==> src/rtl/repl_pkg.sv <==
package repl_pkg;
  typedef enum int {
    POL_FIFO = 0,
    POL_LRU  = 1,
    POL_NMRU = 2
  } policy_e;

  localparam int RND_W = 16;
endpackage

==> src/rtl/repl_lfsr.sv <==
module repl_lfsr #(
  parameter int          W    = repl_pkg::RND_W,
  parameter logic [W-1:0] SEED = 16'hACE1,
  parameter logic [W-1:0] TAPS = 16'hB400
) (
  input  logic         clk,
  input  logic         rst_n,
  output logic [W-1:0] rnd
);
  logic [W-1:0] sr_q;

  always_ff @(posedge clk) begin
    if (!rst_n) sr_q <= SEED;
    else if (sr_q[0]) sr_q <= (sr_q >> 1) ^ TAPS;
    else sr_q <= sr_q >> 1;
  end

  assign rnd = sr_q;
endmodule

==> src/rtl/repl_fifo_state.sv <==
module repl_fifo_state #(
  parameter int NUM_SETS = 16,
  parameter int NUM_WAYS = 4,
  localparam int SW = $clog2(NUM_SETS),
  localparam int WW = $clog2(NUM_WAYS)
) (
  input  logic          clk,
  input  logic          rst_n,
  input  logic          acc_valid,
  input  logic          acc_fill,
  input  logic [SW-1:0] acc_set,
  input  logic [WW-1:0] acc_way,
  input  logic [SW-1:0] req_set,
  output logic [WW-1:0] victim_way
);
  localparam logic [WW-1:0] LAST = WW'(NUM_WAYS - 1);

  logic [WW-1:0] ptr_q [NUM_SETS];
  logic          unused_way;

  assign unused_way = ^acc_way;

  always_ff @(posedge clk) begin
    if (!rst_n) begin
      for (int s = 0; s < NUM_SETS; s++) ptr_q[s] <= '0;
    end else if (acc_valid && acc_fill) begin
      ptr_q[acc_set] <= (ptr_q[acc_set] == LAST) ? '0 : ptr_q[acc_set] + 1'b1;
    end
  end

  assign victim_way = ptr_q[req_set];

  // an install on the looked-up set moves its victim one step around the ring
  p_fill_advance_r2: assert property (@(posedge clk) disable iff (!rst_n)
    (acc_valid && acc_fill && req_set == acc_set) |=>
      ((req_set != $past(req_set)) ||
       (victim_way == (($past(victim_way) == LAST) ? '0 : $past(victim_way) + 1'b1))));

  // a hit on the looked-up set leaves its victim alone
  p_hit_hold_r3: assert property (@(posedge clk) disable iff (!rst_n)
    (acc_valid && !acc_fill && req_set == acc_set) |=>
      (!$stable(req_set) || $stable(victim_way)));
endmodule

==> src/rtl/repl_lru_state.sv <==
module repl_lru_state #(
  parameter int NUM_SETS = 16,
  parameter int NUM_WAYS = 4,
  localparam int SW = $clog2(NUM_SETS),
  localparam int WW = $clog2(NUM_WAYS)
) (
  input  logic          clk,
  input  logic          rst_n,
  input  logic          acc_valid,
  input  logic          acc_fill,
  input  logic [SW-1:0] acc_set,
  input  logic [WW-1:0] acc_way,
  input  logic [SW-1:0] req_set,
  output logic [WW-1:0] victim_way
);
  // order_q[s][0] is the most recent way, order_q[s][NUM_WAYS-1] the least recent
  logic [WW-1:0] order_q [NUM_SETS][NUM_WAYS];
  logic [WW-1:0] order_nxt [NUM_WAYS];
  logic [WW-1:0] hit_pos;
  logic          unused_fill;

  assign unused_fill = acc_fill;

  always_comb begin
    hit_pos = '0;
    for (int i = 0; i < NUM_WAYS; i++) begin
      if (order_q[acc_set][i] == acc_way) hit_pos = WW'(i);
    end
    for (int i = 0; i < NUM_WAYS; i++) begin
      if (i == 0) order_nxt[i] = acc_way;
      else if (i <= int'(hit_pos)) order_nxt[i] = order_q[acc_set][i-1];
      else order_nxt[i] = order_q[acc_set][i];
    end
  end

  always_ff @(posedge clk) begin
    if (!rst_n) begin
      for (int s = 0; s < NUM_SETS; s++)
        for (int i = 0; i < NUM_WAYS; i++) order_q[s][i] <= WW'(i);
    end else if (acc_valid) begin
      for (int i = 0; i < NUM_WAYS; i++) order_q[acc_set][i] <= order_nxt[i];
    end
  end

  assign victim_way = order_q[req_set][NUM_WAYS-1];

  // the way just touched cannot be the least recent of its set
  p_touched_not_victim_r4: assert property (@(posedge clk) disable iff (!rst_n)
    (acc_valid && req_set == acc_set) |=>
      ((req_set != $past(req_set)) || (victim_way != $past(acc_way))));

  // no strobe, no change for a steady lookup
  p_idle_hold_r8: assert property (@(posedge clk) disable iff (!rst_n)
    (!acc_valid) |=> (!$stable(req_set) || $stable(victim_way)));
endmodule

==> src/rtl/repl_nmru_state.sv <==
module repl_nmru_state #(
  parameter int NUM_SETS = 16,
  parameter int NUM_WAYS = 4,
  parameter int RW       = repl_pkg::RND_W,
  localparam int SW = $clog2(NUM_SETS),
  localparam int WW = $clog2(NUM_WAYS),
  localparam int OTHERS = NUM_WAYS - 1
) (
  input  logic          clk,
  input  logic          rst_n,
  input  logic          acc_valid,
  input  logic          acc_fill,
  input  logic [SW-1:0] acc_set,
  input  logic [WW-1:0] acc_way,
  input  logic [SW-1:0] req_set,
  input  logic [RW-1:0] rnd,
  output logic [WW-1:0] victim_way
);
  logic [WW-1:0] mru_q [NUM_SETS];
  logic [RW-1:0] pick;
  logic [WW-1:0] cand;
  logic [WW-1:0] mru_req;
  logic          unused_fill;

  assign unused_fill = acc_fill;

  always_ff @(posedge clk) begin
    if (!rst_n) begin
      for (int s = 0; s < NUM_SETS; s++) mru_q[s] <= '0;
    end else if (acc_valid) begin
      mru_q[acc_set] <= acc_way;
    end
  end

  // map the random value onto 0..OTHERS-1, then skip over the recent way
  assign pick       = rnd % RW'(OTHERS);
  assign cand       = WW'(pick);
  assign mru_req    = mru_q[req_set];
  assign victim_way = (cand >= mru_req) ? cand + 1'b1 : cand;

  // the most recent way is never offered for eviction
  p_never_mru_r5: assert property (@(posedge clk) disable iff (!rst_n)
    victim_way != mru_req);

  // the victim stays inside the set
  p_victim_range_r5: assert property (@(posedge clk) disable iff (!rst_n)
    int'(victim_way) < NUM_WAYS);

  // a strobe on the looked-up set excludes that way from the next victim
  p_touched_excluded_r5: assert property (@(posedge clk) disable iff (!rst_n)
    (acc_valid && req_set == acc_set) |=>
      ((req_set != $past(req_set)) || (victim_way != $past(acc_way))));
endmodule

==> src/rtl/repl_policy_unit.sv <==
module repl_policy_unit #(
  parameter int               NUM_SETS = 16,
  parameter int               NUM_WAYS = 4,
  parameter repl_pkg::policy_e POLICY  = repl_pkg::POL_LRU,
  parameter logic [15:0]      RND_SEED = 16'hACE1,
  localparam int SW = $clog2(NUM_SETS),
  localparam int WW = $clog2(NUM_WAYS)
) (
  input  logic          clk,
  input  logic          rst_n,
  input  logic          acc_valid,
  input  logic          acc_fill,
  input  logic [SW-1:0] acc_set,
  input  logic [WW-1:0] acc_way,
  input  logic [SW-1:0] req_set,
  output logic [WW-1:0] victim_way
);
  generate
    if (POLICY == repl_pkg::POL_FIFO) begin : g_fifo
      repl_fifo_state #(.NUM_SETS(NUM_SETS), .NUM_WAYS(NUM_WAYS)) u_state (
        .clk(clk), .rst_n(rst_n), .acc_valid(acc_valid), .acc_fill(acc_fill),
        .acc_set(acc_set), .acc_way(acc_way), .req_set(req_set),
        .victim_way(victim_way));
    end else if (POLICY == repl_pkg::POL_LRU) begin : g_lru
      repl_lru_state #(.NUM_SETS(NUM_SETS), .NUM_WAYS(NUM_WAYS)) u_state (
        .clk(clk), .rst_n(rst_n), .acc_valid(acc_valid), .acc_fill(acc_fill),
        .acc_set(acc_set), .acc_way(acc_way), .req_set(req_set),
        .victim_way(victim_way));
    end else begin : g_nmru
      logic [repl_pkg::RND_W-1:0] rnd;
      repl_lfsr #(.W(repl_pkg::RND_W), .SEED(RND_SEED)) u_rnd (
        .clk(clk), .rst_n(rst_n), .rnd(rnd));
      repl_nmru_state #(.NUM_SETS(NUM_SETS), .NUM_WAYS(NUM_WAYS),
                        .RW(repl_pkg::RND_W)) u_state (
        .clk(clk), .rst_n(rst_n), .acc_valid(acc_valid), .acc_fill(acc_fill),
        .acc_set(acc_set), .acc_way(acc_way), .req_set(req_set), .rnd(rnd),
        .victim_way(victim_way));
    end
  endgenerate
endmodule

==> config.mk <==
export PLATFORM = sky130hd
export DESIGN_NAME = repl_policy_unit
export DESIGN_NICKNAME = d
export VERILOG_FILES = /design/src/rtl/repl_pkg.sv /design/src/rtl/repl_lfsr.sv /design/src/rtl/repl_fifo_state.sv /design/src/rtl/repl_lru_state.sv /design/src/rtl/repl_nmru_state.sv /design/src/rtl/repl_policy_unit.sv
export SDC_FILE = /design/constraint.sdc
export NUM_CORES = 1
export LEC_CHECK = 0
export BUFFER_PORTS_ARGS = -buffer_cell sky130_fd_sc_hd__buf_2
export CORE_MARGIN = 5
export CORE_UTILIZATION = 30
export CTS_CLUSTER_SIZE = 24
export DETAILED_ROUTE_END_ITERATION = 7
export GPL_ROUTABILITY_DRIVEN = 0
export RECOVER_POWER = 100
export SLEW_MARGIN = 5
export SYNTH_ARGS = -nofsm -noshare
export SYNTH_HDL_FRONTEND = slang
export SYNTH_SLANG_ARGS = --single-unit
==> constraint.sdc <==
create_clock -name clk -period 5.35 [get_ports clk]
set_clock_uncertainty 0.05 [all_clocks]
set_input_delay 0.2675 -clock clk [delete_from_list [all_inputs] [get_ports clk]]
set_output_delay 0.2675 -clock clk [all_outputs]
set_load 0.05 [all_outputs]
==> results.md <==
* Half-perimeter wire length after detailed placement at approximately 11000 um
* Worst path bufs/invs at 1
* Capturing element type of the critical path: register
* Kind of launch point of the worst setup path: primary input
* Endpoints failing setup at 0
* Share of the clock period used by the worst path at about three quarters
* Post-cts resize count at 0
* First-pass iteration count of the detailed router at 5
* Failing checks: capacitance limit, slew limit
* Overflow left after global routing at 0
* Power per cell area at 356 mW/mm^2
* Largest delay share family, worst path: compound AO/OA/AOI/OAI gates
* Total number of yosys warnings at 0
* Rel. slew slack at -15.7%
* Aggregate global-route resource usage at about an eighth
* Cell taking the most area after synthesis: sky130_fd_sc_hd__edfxtp_1
* Total die area at about 0.024 mm^2
* Main flop type after synthesis: sky130_fd_sc_hd__edfxtp_1
* Input/output buffers at 14
* Setup slack after placement at about 1.4 ns
* Vias after detailed routing at between 3000 and 4000
* H-tree level count at 4
* Post-detailed-placement cell area at 0.00646 mm^2
* Setup slack after layout at around 1.3 ns
* Post-route antenna net violation count at 0
* Number of flip-flops and latches in the synthesized netlist at approximately 130
* Max-cap check violation count at 1
* Die Ht at 154 um
* Synthesized area per cell at between 10 and 15 um^2
* Final Hold Vio Count at 0
* Least-Margin Pin Slew at approximately 1.7 ns
* Max stage delay cell, worst path: sky130_fd_sc_hd__clkbuf_1
* Area share of the leading cell type in the synthesized netlist at between 60% and 70%
* Area of the mapped netlist at slightly above 0.006 mm^2
* Slew Limit Fails at 26
* Final period demand of the worst path at between 4 and 5 ns
* Static Leak at approximately 2.1 nW
* Maximum buffer depth of the clock tree at 2
* Required time of the worst setup path at about 5.4 ns
* TritonCTS clock tree: yes
* Class of the worst hold path: in -> reg
* Setup repair bufs after CTS at 0
* Post-synthesis instance total at about 450
* Sequential element share of the synthesized area at 62.0%
* Number of buffers inserted during clock tree synthesis at 17
* Area added between synthesis and finish at 13.4%
* Critical path, cell by cell: clkbuf_1 -> mux4_2 -> a22oi_1 -> nand3_1 -> nand4_4 -> a31oi_1 -> o211ai_1 -> nand2_1
* Top flop regs: g_lru.u_state.order_q: 128 flops
* Main area contributors after synthesis: sky130_fd_sc_hd__edfxtp_1 (62%), sky130_fd_sc_hd__mux4_2 (15%), sky130_fd_sc_hd__nand2_1 (6.5%)
* Post-synth cell types at 34
* Clock root buffer: sky130_fd_sc_hd__clkbuf_16
* Number of enable flip-flop cells after synthesis at roughly 130
* Via count of the first global-routing pass at 3923
* Highest clock rate at about 250 MHz
* IO Count at 16
* First-pass GRT wire length at 22900 um
* Critical path class: in -> reg
* Flip-flop count of the largest register after layout at ~130
* Clock sinks at 128
* Share of layout cells above drive strength 1 at a little over a fifth
* Hold_buf cts at 0
* Max Fanout on Critical Path at 25
* Per-cell via count in the routed design at just over 5
* Clock transition at the register clock pins on the worst setup and hold paths after CTS at around 0.060 ns
* Total negative slack for setup checks at 0 ns
* Number of remaining DRC errors at 0
* Proportion of synthesized flip-flops having asynchronous set or reset at 0%
* IR drop worst, VDD at 0.000199 V
* Maximum number of pins on one net before global-route repair at 28
* Synthesized net count at roughly 460
* Final design instance area without fill at a little over 0.007 mm^2
* Register bank with the most flops: g_lru.u_state.order_q
* Leading cell types in the layout, fill and taps excluded: sky130_fd_sc_hd__edfxtp_1 (128), sky130_fd_sc_hd__nand2_1 (107), sky130_fd_sc_hd__nor2_1 (76)
* Worst skew pair latency at about 0.42 ns
* Core Area at roughly 0.020 mm^2
* Number of antenna violations at the first check in global routing at 0
* Run status: finished with violations
* RSZ-0062 raised after global routing: no
* Total routed wirelength at about 15000 um
* Initial core utilization at between 30% and 40%
* Data arrival, critical path at a little over 4 ns
* Most common library cell in the layout ignoring fill and taps: sky130_fd_sc_hd__edfxtp_1
* Number of nets in the final layout at 468
* FP Rows at 52
* Horizontal die dimension at ~150 um
* Iteration-0 DRC count of the detailed router at slightly below 400
* Routed length per instance at 19.9 um
* Critical path's largest stage delay at about 1.2 ns
power breakdown:
group | internal (mW) | switching [mW] | total, mW
Clock | 0.723 | 0.419 | 1.14
Combinational | 0.0669 | 0.157 | 0.224
Sequential | 1.13 | 0.00860 | 1.14
cell families after synthesis:
family / synth area share [%]
flip-flops: 62.0
AO/OA/AOI/OAI: 2.88
AND/OR/NAND/NOR: 14.6
buffers and inverters: 2.70
XOR/XNOR: 0.404
multiplexers: 17.4
metrics by stage:
stage	hold slack, ns	power [mW]	utilization [%]	std cells
detailed placement	0.854	1.38	31.8	705
finish	0.436	2.51	34.7	737
global route	0.466	2.58	34.6	736
CTS	0.421	2.52	34.7	736
floorplan	0.555	1.33	-	447
global placement	0.847	1.38	31.8	705
per-layer routing:
layer	wire length, um	track usage, %
met1	6170	16.9
met2	7280	20.8
met3	1000	2.89
met4	232	4.25
met5	0	0
final cells by class:
cell class,count,area (um^2)
timing repair buffer,14,66.3
antenna,1,2.50
tap,270,338
clock inverter,12,144
fill,1974,13300
clock buffer,19,433
inverter,6,22.5
sequential,128,3840
multi-input combinational,287,2190
synth_stat cells (2+ instances only):
cell                       count
sky130_fd_sc_hd__a21o_1        2
sky130_fd_sc_hd__a22oi_1       8
sky130_fd_sc_hd__a31oi_1       4
sky130_fd_sc_hd__buf_1         2
sky130_fd_sc_hd__buf_2         8
sky130_fd_sc_hd__buf_6         5
sky130_fd_sc_hd__clkbuf_1     11
sky130_fd_sc_hd__clkinv_1      4
sky130_fd_sc_hd__edfxtp_1    128
sky130_fd_sc_hd__inv_1         2
sky130_fd_sc_hd__mux2i_2       2
sky130_fd_sc_hd__mux4_1        4
sky130_fd_sc_hd__mux4_2       42
sky130_fd_sc_hd__nand2_1     107
sky130_fd_sc_hd__nand2b_1      3
sky130_fd_sc_hd__nand3_1       5
sky130_fd_sc_hd__nand4_1       2
sky130_fd_sc_hd__nor2_1       76
sky130_fd_sc_hd__nor2_2       10
sky130_fd_sc_hd__nor2b_1       2
sky130_fd_sc_hd__nor3_1        6
sky130_fd_sc_hd__o21a_1        2
worst paths after layout:
path,from,endpoint,slack (ns),cells past startpoint
max,acc_set[2],g_lru.u_state.order_q[12][4],1.28,8
max reg2reg,g_lru.u_state.order_q[15][0],g_lru.u_state.order_q[12][4],2.10,7
min,acc_valid,g_lru.u_state.order_q[12][3],0.44,4
min reg2reg,g_lru.u_state.order_q[8][2],g_lru.u_state.order_q[4][2],1.26,5
worst min-delay path: stages:
cell	delay (ns)
sky130_fd_sc_hd__buf_2	0.13
sky130_fd_sc_hd__nand4_1	0.20
sky130_fd_sc_hd__nor3_1	0.13
sky130_fd_sc_hd__nand2_1	0.07
Note: power is estimated with default switching activity, not from simulation.
